==> src/rtl/rguard_pkg.sv <==
package rguard_pkg;

   // Level meaning of the remote request and the delayed state
   typedef enum logic {
      RG_RUN = 1'b0,
      RG_OFF = 1'b1
   } rg_level_e;

   function automatic int rg_max(input int a, input int b);
      return (a > b) ? a : b;
   endfunction

   function automatic int rg_cnt_w(input int limit);
      return (limit < 2) ? 1 : $clog2(limit + 1);
   endfunction

endpackage

==> src/rtl/rguard_sync.sv <==
module rguard_sync #(
   parameter int             W       = 1,
   parameter int             STAGES  = 2,
   parameter logic [W-1:0]   RST_VAL = '0
) (
   input  logic         clk,
   input  logic         rst_n,
   input  logic [W-1:0] d,
   output logic [W-1:0] q
);

   generate
      if (W < 1) begin : g_bad_w
         $error("rguard_sync: W must be at least 1");
      end
      if (STAGES > 4) begin : g_bad_stages
         $error("rguard_sync: STAGES above 4 is not supported");
      end

      if (STAGES == 0) begin : g_bypass
         assign q = d;
      end else begin : g_chain
         logic [W-1:0] stage_q [STAGES];

         always_ff @(posedge clk or negedge rst_n) begin
            if (!rst_n) begin
               for (int i = 0; i < STAGES; i++) begin
                  stage_q[i] <= RST_VAL;
               end
            end else begin
               stage_q[0] <= d;
               for (int i = 1; i < STAGES; i++) begin
                  stage_q[i] <= stage_q[i-1];
               end
            end
         end

         assign q = stage_q[STAGES-1];
      end
   endgenerate

endmodule

==> src/rtl/rguard_delay.sv <==
module rguard_delay
   import rguard_pkg::*;
#(
   parameter int        RISE_TICKS = 8,
   parameter int        FALL_TICKS = 24,
   parameter rg_level_e RST_LEVEL  = RG_OFF
) (
   input  logic clk,
   input  logic rst_n,
   input  logic tick_en,
   input  logic din,
   output logic dout
);

   localparam int             CW        = rg_cnt_w(rg_max(RISE_TICKS, FALL_TICKS));
   localparam logic [CW-1:0]  RISE_LAST = CW'(RISE_TICKS - 1);
   localparam logic [CW-1:0]  FALL_LAST = CW'(FALL_TICKS - 1);

   generate
      if (RISE_TICKS < 1 || FALL_TICKS < 1) begin : g_bad_ticks
         $error("rguard_delay: both delays must be at least one tick");
      end
   endgenerate

   logic          level_q;
   logic [CW-1:0] cnt_q;
   logic [CW-1:0] last_cnt;
   logic          expire;

   // The target depends on the direction of the pending change
   assign last_cnt = din ? RISE_LAST : FALL_LAST;
   assign expire   = tick_en && (cnt_q == last_cnt);

   always_ff @(posedge clk or negedge rst_n) begin
      if (!rst_n) begin
         level_q <= logic'(RST_LEVEL);
         cnt_q   <= '0;
      end else if (din == level_q) begin
         cnt_q   <= '0;
      end else if (expire) begin
         level_q <= din;
         cnt_q   <= '0;
      end else if (tick_en) begin
         cnt_q   <= cnt_q + CW'(1);
      end
   end

   assign dout = level_q;

endmodule

==> src/rtl/rguard_blank.sv <==
module rguard_blank
   import rguard_pkg::*;
#(
   parameter int BLANK_TICKS = 250
) (
   input  logic clk,
   input  logic rst_n,
   input  logic tick_en,
   input  logic hold,
   output logic blank_on
);

   generate
      if (BLANK_TICKS < 0) begin : g_bad_blank
         $error("rguard_blank: BLANK_TICKS must not be negative");
      end

      if (BLANK_TICKS == 0) begin : g_none
         assign blank_on = 1'b0;
      end else begin : g_count
         localparam int            BW       = rg_cnt_w(BLANK_TICKS);
         localparam logic [BW-1:0] BLANK_END = BW'(BLANK_TICKS);

         logic [BW-1:0] elapsed_q;

         always_ff @(posedge clk or negedge rst_n) begin
            if (!rst_n) begin
               elapsed_q <= '0;
            end else if (hold) begin
               elapsed_q <= '0;
            end else if (tick_en && (elapsed_q != BLANK_END)) begin
               elapsed_q <= elapsed_q + BW'(1);
            end
         end

         assign blank_on = (elapsed_q != BLANK_END);
      end
   endgenerate

endmodule

==> src/rtl/rguard_latch.sv <==
module rguard_latch (
   input  logic clk,
   input  logic rst_n,
   input  logic set,
   input  logic clr,
   output logic q
);

   always_ff @(posedge clk or negedge rst_n) begin
      if (!rst_n) begin
         q <= 1'b0;
      end else if (clr) begin
         q <= 1'b0;
      end else if (set) begin
         q <= 1'b1;
      end
   end

endmodule

==> src/rtl/psu_remote_guard.sv <==
module psu_remote_guard
   import rguard_pkg::*;
#(
   parameter int OVP_N       = 4,
   parameter int UVP_N       = 3,
   parameter int SYNC_STAGES = 2,
   parameter int OFF_TICKS   = 8,
   parameter int ON_TICKS    = 24,
   parameter int BLANK_TICKS = 250
) (
   input  logic             clk,
   input  logic             rst_n,
   input  logic             tick_en,
   input  logic             remote_req,
   input  logic [OVP_N-1:0] ovp_flag,
   input  logic [UVP_N-1:0] uvp_flag,
   output logic             supply_off,
   output logic             remote_dly
);

   localparam int FLAG_W = OVP_N + UVP_N;

   generate
      if (OVP_N < 1 || UVP_N < 1) begin : g_bad_flags
         $error("psu_remote_guard: flag widths must be at least 1");
      end
   endgenerate

   logic              remote_s;
   logic [FLAG_W-1:0] flags_s;
   logic [OVP_N-1:0]  ovp_s;
   logic [UVP_N-1:0]  uvp_s;
   logic              blank_on;
   logic              fault_set;
   logic              fault_q;

   // Remote stages preset to the off level
   rguard_sync #(
      .W       (1),
      .STAGES  (SYNC_STAGES),
      .RST_VAL (1'b1)
   ) i_sync_remote (
      .clk   (clk),
      .rst_n (rst_n),
      .d     (remote_req),
      .q     (remote_s)
   );

   rguard_sync #(
      .W       (FLAG_W),
      .STAGES  (SYNC_STAGES),
      .RST_VAL ('0)
   ) i_sync_flags (
      .clk   (clk),
      .rst_n (rst_n),
      .d     ({ovp_flag, uvp_flag}),
      .q     (flags_s)
   );

   assign ovp_s = flags_s[FLAG_W-1:UVP_N];
   assign uvp_s = flags_s[UVP_N-1:0];

   rguard_delay #(
      .RISE_TICKS (OFF_TICKS),
      .FALL_TICKS (ON_TICKS),
      .RST_LEVEL  (RG_OFF)
   ) i_delay (
      .clk     (clk),
      .rst_n   (rst_n),
      .tick_en (tick_en),
      .din     (remote_s),
      .dout    (remote_dly)
   );

   rguard_blank #(
      .BLANK_TICKS (BLANK_TICKS)
   ) i_blank (
      .clk      (clk),
      .rst_n    (rst_n),
      .tick_en  (tick_en),
      .hold     (remote_dly),
      .blank_on (blank_on)
   );

   assign fault_set = (|ovp_s) || ((|uvp_s) && !blank_on);

   rguard_latch i_fault (
      .clk   (clk),
      .rst_n (rst_n),
      .set   (fault_set),
      .clr   (remote_dly),
      .q     (fault_q)
   );

   assign supply_off = remote_dly | fault_q;

endmodule

==> config.mk <==
export PLATFORM = sky130hd
export DESIGN_NAME = psu_remote_guard
export DESIGN_NICKNAME = d
export VERILOG_FILES = /design/src/rtl/rguard_pkg.sv /design/src/rtl/rguard_sync.sv /design/src/rtl/rguard_delay.sv /design/src/rtl/rguard_blank.sv /design/src/rtl/rguard_latch.sv /design/src/rtl/psu_remote_guard.sv
export SDC_FILE = /design/constraint.sdc
export NUM_CORES = 1
export LEC_CHECK = 0
export ABC_AREA = 1
export CAP_MARGIN = 10
export CORE_ASPECT_RATIO = 0.8
export CORE_UTILIZATION = 55
export CTS_BUF_LIST = sky130_fd_sc_hd__clkbuf_8
export DETAILED_ROUTE_END_ITERATION = 8
export PLACE_DENSITY_LB_ADDON = 0.3
export SLEW_MARGIN = 0
export SYNTH_ARGS = -nofsm -noshare
export SYNTH_HDL_FRONTEND = slang
export SYNTH_SLANG_ARGS = --single-unit
==> constraint.sdc <==
create_clock -name clk -period 2.5 [get_ports clk]
set_input_delay 0.5 -clock clk [delete_from_list [all_inputs] [get_ports clk]]
set_output_delay 0.5 -clock clk [all_outputs]
set_load 0.02 [all_outputs]
==> flow_summary.toml, run 1 <==
[run_status]
outcome = "complete, no violations"

[setup_path]
cp.required_ps = 2000
crit_chain = "inv_2 -> nand2_1 -> clkdlybuf4s50_1"
critical_path_arrival_ps = 1670
critPathCaptureType = "output port"
reg2reg_depth = 10
crit_fanout = 8
ff2ff_setup_slack_ps = 1060
crit_type = "reg2out"
max_stage_delay_ps = 610
start_kind = "flip-flop"
slowest_stage = "dfstp_2"

[global_routing]
gr-total-overflow = 0
grt_antenna_before_repair = 0
grt_pass1_vias = 939
grt_pass1_wl_um = 3860
grt_max_degree = 32
grtUsageTotal_pct = 21.4

[logic_synthesis]
yosys.area.top_type = "dfrtp_1"
avgSynthCellArea_um2 = 9.47
synth.ff_latch_count = 31
synth.area.top_cells = "dfrtp_1 (54%), nand2_1 (11%), dfstp_2 (6.1%), nor2_1 (4.6%), nand3_1 (3.9%)"
ys_seq_area_share_pct = 60.1
synth_fa_ha_area_share_pct = 2.89
synth-simple-area-share_pct = 26.1
synth_top_family_by_area = "simple AND/OR/NAND/NOR gates"
syn_inst = 137
synth_xor_area_share_pct = 3.38
syn_nets = 151
syn-cell-area_um2 = 1300
synth_top_area_share_pct = 54.0
synth_compound_area_share_pct = 3.38
synthMuxAreaShare_pct = 0
synth_warnings = 0
ys_types = 23

[power_and_ir_drop]
leakagePower_nw = 0.744
comb_power_share_pct = 11.8
ir_drop_v = 0.000635
sequentialPowerShare_pct = 49.0
p_int_mw = 0.916
p_sw_mw = 0.333
p_clk_share_pct = 39.2
p_sw_share_pct = 26.7
power.density_nw_per_um2 = 796
finalPower_mw = 1.25

[sta]
worstMarginPinSlew_ps = 357
setup_ws_ps = 328
max_freq_mhz = 460
slew_headroom_pct = 76.0
hold_violations = 0
period_minus_slack_ps = 2170
setup_tns_ps = 0
skew_ps = 3.24
finalCritPeriodShare_pct = 86.9
whs_ps = 346
setup_violations = 0
slew_viol_final = 0
rsz0062_at_grt = "no"

[clock_network]
clockBufferDepth = 2
numCtsBuffers = 5
postCtsSetupRepairBufs = 0
clk_pin_slew_ps = 70
htree_levels = 2
cts_tree = "built"
hold_buffers = 0
clk_latency_ps = 290
cts.sinks = 31
cts_resized = 0
clk_root_buffer_cell = "clkbuf_8"

[cells_and_area]
fin_util_pct = 71.5
final_cell_mix = "nand2_1 (38), dfrtp_1 (28), nor2_1 (16), inv_1 (12), clkdlybuf4s50_1 (12)"
antenna_cells = 0
fin_area_um2 = 1570
fin_nets = 171
final_cells = 183
final_layout_size_suffix_gt1_share_pct = 13.9
layout_commonest_cell = "nand2_1"
area_delta_synth_final_pct = 20.9

[placed_design]
dp_hpwl_um = 1710
place.gp.congestion = 0.819
dpl_worst_slack_ps = 636
portBuffers = 12
place_area_um2 = 1460
dp.cells = 175

[route]
dr.pass1.iters = 5
routed_wirelength_um = 2340
via_per_inst = 5.20
drcViolationCount = 0
ant_nets = 0
routedWlPerCell_um = 12.8
num_vias = 951
drt_iter0_drc = 14

[floorplan]
boundaryPins = 13
die_h_um = 45.4
die_area_um2 = 2560
fp-row-count = 15
core_area_um2 = 2200
initial_utilization_pct = 59.1
die_x_um = 56.3

[worst_hold_path]
min_path_cells = 0
hp-class = "reg2reg"

[run]
max_cap_violations = 0
power by group through the flow:
stage          registers (mW)  clock network [mW]  logic (mW)
2_1_floorplan           0.603                   0      0.0977
3_3_place_gp            0.615                   0       0.143
3_5_place_dp            0.622                   0       0.147
4_1_cts                 0.613               0.498       0.149
5_1_grt                 0.620               0.517       0.168
6_report                0.612               0.489       0.147
sequential cells by signal (all words and copies together), names as in the netlist:
signal and flops:
i_sync_flags.q 7, i_sync_flags.g_chain.stage_q 7, i_sync_remote.q 1, i_blank.g_count.elapsed_q 8, i_fault.q 1, i_delay.cnt_q 5, i_delay.dout 1, i_sync_remote.g_chain.stage_q 1
layer usage:
layer | GRT usage (%) | share of wire (%) | up-vias
met1 | 22.5 | 40 | 452
met2 | 36.4 | 51 | 26
met4 | 13.7 | 2.1 | 0
met3 | 9.38 | 6.5 | 7
met5 | 0 | 0 | -
li1 | - | - | 466
cells by family (layout without fill, tap and decap cells):
logic type	Yosys count	after routing
XOR/XNOR	5	5
flip-flops	31	31
AND/OR/NAND/NOR	76	76
adder cells (fa/ha/maj)	3	3
AO/OA/AOI/OAI	8	8
buffers and inverters	14	35
cell usage after synthesis:
cell type / n
and2_4: 1
o21ai_1: 4
a21oi_1: 2
nand4_1: 1
nand2_2: 4
dfstp_2: 3
nor4_1: 1
clkinv_2: 1
dfrtp_1: 28
inv_2: 1
ha_1: 3
nor3_1: 1
nand3_2: 1
nand3_1: 10
a21oi_2: 1
nor2_1: 16
o21ai_0: 1
inv_1: 12
nor3b_1: 1
xor2_1: 5
nor2_4: 1
or2_1: 1
nand2_1: 38
worst paths after layout:
check                                                                from                                         end
worst min-delay path            i_sync_flags.g_chain.stage_q[9]$_DFF_PN0_                 i_sync_flags.q[2]$_DFF_PN0_
max in group asynchronous                                           rst_n  i_sync_remote.g_chain.stage_q[1]$_DFF_PN1_
worst max register to register   i_blank.g_count.elapsed_q[0]$_DFFE_PN0P_    i_blank.g_count.elapsed_q[2]$_DFFE_PN0P_
worst max-delay path                             i_delay.dout$_DFFE_PN1P_                                  supply_off
worst min register to register  i_sync_flags.g_chain.stage_q[9]$_DFF_PN0_                 i_sync_flags.q[2]$_DFF_PN0_
min in group asynchronous                                           rst_n                i_delay.cnt_q[4]$_DFFE_PN0P_
worst max-delay path, delay by kind of cell (launching register included):
| family | cells | cell delay, ps |
|---|---|---|
| buf+inv | 2 | 700 |
| flops | 1 | 610 |
| simple gates | 1 | 70 |
final cells by class:
class,instances,area [um2]
sequential,31,779
fill,166,627
multi-input combinational,92,464
timing repair buffer,13,128
clock buffer,5,68.8
inverter,14,53.8
clock inverter,3,43.8
tap,25,31.3
No activity file was read; power rests on OpenSTA's default activity.
==> inputs of run 2 (changes only) <==
--- a/config.mk
+++ b/config.mk
@@ -12,6 +12,7 @@
 export CTS_BUF_LIST = sky130_fd_sc_hd__clkbuf_8
 export DETAILED_ROUTE_END_ITERATION = 8
 export PLACE_DENSITY_LB_ADDON = 0.3
+export REMOVE_ABC_BUFFERS = 1
 export SLEW_MARGIN = 0
 export SYNTH_ARGS = -nofsm -noshare
 export SYNTH_HDL_FRONTEND = slang
==> results of run 2 <==
Final layout, timing and power as in run 1 (identical DEF).
==> inputs of run 3 (changes only) <==
--- a/config.mk
+++ b/config.mk
@@ -11,7 +11,7 @@
 export CORE_UTILIZATION = 55
 export CTS_BUF_LIST = sky130_fd_sc_hd__clkbuf_8
 export DETAILED_ROUTE_END_ITERATION = 8
-export PLACE_DENSITY_LB_ADDON = 0.3
+export PLACE_DENSITY = 0.84
 export REMOVE_ABC_BUFFERS = 1
 export SLEW_MARGIN = 0
 export SYNTH_ARGS = -nofsm -noshare
==> run 3 against run 2 <==
Compared with the run above: wire length decreased by 3.9%; cell area decreased by 1.8%; combinational power about the same; clock-buffer cell count unchanged; largest power group unchanged; critical path depth unchanged; non-clock buffer count unchanged; setup slack improved by 4.0 ps; worst hold slack about the same; register-to-register slack got worse by 60 ps; global-route usage decreased by 0.45 points; first-iteration DRC count increased by 14%; critical endpoint unchanged; sequential share of layout area increased by 0.89 points.
==> flow_summary.toml, run 3 (same netlist as run 1, synthesis figures left out) <==
[cells_and_area]
fin_area_um2 = 1540
antenna_cells = 0
layout_commonest_cell = "nand2_1"
final_cell_mix = "nand2_1 (38), dfrtp_1 (28), nor2_1 (16), inv_1 (13), clkdlybuf4s50_1 (12)"
largest_reg_flops = 8
area_delta_synth_final_pct = 18.8
final_layout_size_suffix_gt1_share_pct = 13.3
regMostFlops = "i_blank.g_count.elapsed_q"
fin_nets = 171
reg_top3 = "i_blank.g_count.elapsed_q x8, i_sync_flags.g_chain.stage_q x7, i_sync_flags.q x7"

[sta]
period_minus_slack_ps = 2170
slew_headroom_pct = 74.7
skew_ps = 9.49
max_freq_mhz = 461
worstMarginPinSlew_ps = 379
whs_ps = 347
hold_violations = 0
slew_viol_final = 0
finalCritPeriodShare_pct = 86.7
rsz0062_at_grt = "no"
setup_violations = 0
setup_tns_ps = 0

[clock_network]
hold_buffers = 0
htree_levels = 2
clockBufferDepth = 2
clk_latency_ps = 280
clk_root_buffer_cell = "clkbuf_8"
postCtsSetupRepairBufs = 0
cts.sinks = 31
numCtsBuffers = 5
cts_resized = 0
cts_tree = "built"
clk_pin_slew_ps = 60

[route]
num_vias = 941
routed_wirelength_um = 2250
drcViolationCount = 0
drt_iter0_drc = 16
ant_nets = 0
routedWlPerCell_um = 12.3
dr.pass1.iters = 4
via_per_inst = 5.14

[run]
max_cap_violations = 0

[floorplan]
core_area_um2 = 2200
boundaryPins = 13
die_area_um2 = 2560
fp-row-count = 15
die_h_um = 45.4
die_x_um = 56.3
initial_utilization_pct = 59.1

[setup_path]
start_kind = "flip-flop"
reg2reg_depth = 10
critPathBufInv = 2
critPathTopFamily = "buffers and inverters"
critPathCaptureType = "output port"
crit_type = "reg2out"
cp.required_ps = 2000
crit_chain = "inv_2 -> nand2_1 -> clkdlybuf4s50_1"
max_stage_delay_ps = 610
worst-path-stages = 3
critical_path_arrival_ps = 1670
slowest_stage = "dfstp_2"
crit_fanout = 8

[placed_design]
dp_hpwl_um = 1580
place.gp.congestion = 0.836
place_area_um2 = 1460
portBuffers = 12

[global_routing]
gr-total-overflow = 0
grt_antenna_before_repair = 0
grtUsageTotal_pct = 21.0
grt_max_degree = 32
grt_pass1_vias = 922
grt_pass1_wl_um = 3830

[power_and_ir_drop]
leakagePower_nw = 0.731
power.density_nw_per_um2 = 728
ir_drop_v = 0.000600

[worst_hold_path]
hp-class = "reg2reg"
min_path_cells = 0

[run_status]
outcome = "complete, no violations"
run 3: changes by cell type in the layout (fill, tap and decap cells not counted):
cell,delta
bufinv_16,-1
clkinv_4,-1
clkinvlp_4,+1
inv_1,+1
run 3: cell type report:
cell class	instances	area, um2
timing repair buffer	13	128
inverter	14	53.8
fill	164	654
sequential	31	779
multi-input combinational	92	464
tap	25	31.3
clock buffer	5	68.8
clock inverter	3	16.3
run 3: through the flow:
stage / util [%] / instances / setup WS [ps] / power [mW]
after global placement: 66.3 / 175 / 651 / 0.751
after CTS: 70.2 / 183 / 323 / 1.13
after detailed placement: 66.3 / 175 / 640 / 0.757
final: 70.2 / 183 / 332 / 1.12
after floorplan: - / 137 / 1090 / 0.701
after global routing: 70.2 / 183 / 262 / 1.18
run 3: per-layer routing:
metal  global-route usage (%)  up-vias  part of all wire [%]
met4                     13.7        0                   2.5
met5                        0        -                     0
met2                     35.7       31                    49
met3                     6.25        6                   4.8
li1                         -      467                     -
met1                     23.9      437                    44
run 3: report_power, final:
part	total, mW	switching (mW)	internal, mW
logic	0.150	0.0831	0.0665
registers	0.609	0.0554	0.553
clock network	0.364	0.175	0.190
total	1.12	0.313	0.809
run 3: final timing paths:
| kind | slack, ps | start | endpoint |
|---|---|---|---|
| worst min-delay path | 350 | i_sync_flags.g_chain.stage_q[13]$_DFF_PN0_ | i_sync_flags.q[6]$_DFF_PN0_ |
| worst min register to register | 350 | i_sync_flags.g_chain.stage_q[13]$_DFF_PN0_ | i_sync_flags.q[6]$_DFF_PN0_ |
| worst max register to register | 1000 | i_blank.g_count.elapsed_q[0]$_DFFE_PN0P_ | i_blank.g_count.elapsed_q[7]$_DFFE_PN0P_ |
| worst max-delay path | 330 | i_delay.dout$_DFFE_PN1P_ | supply_off |
| min in group asynchronous | 600 | rst_n | i_blank.g_count.elapsed_q[2]$_DFFE_PN0P_ |
| max in group asynchronous | 1570 | rst_n | i_sync_remote.q$_DFF_PN1_ |
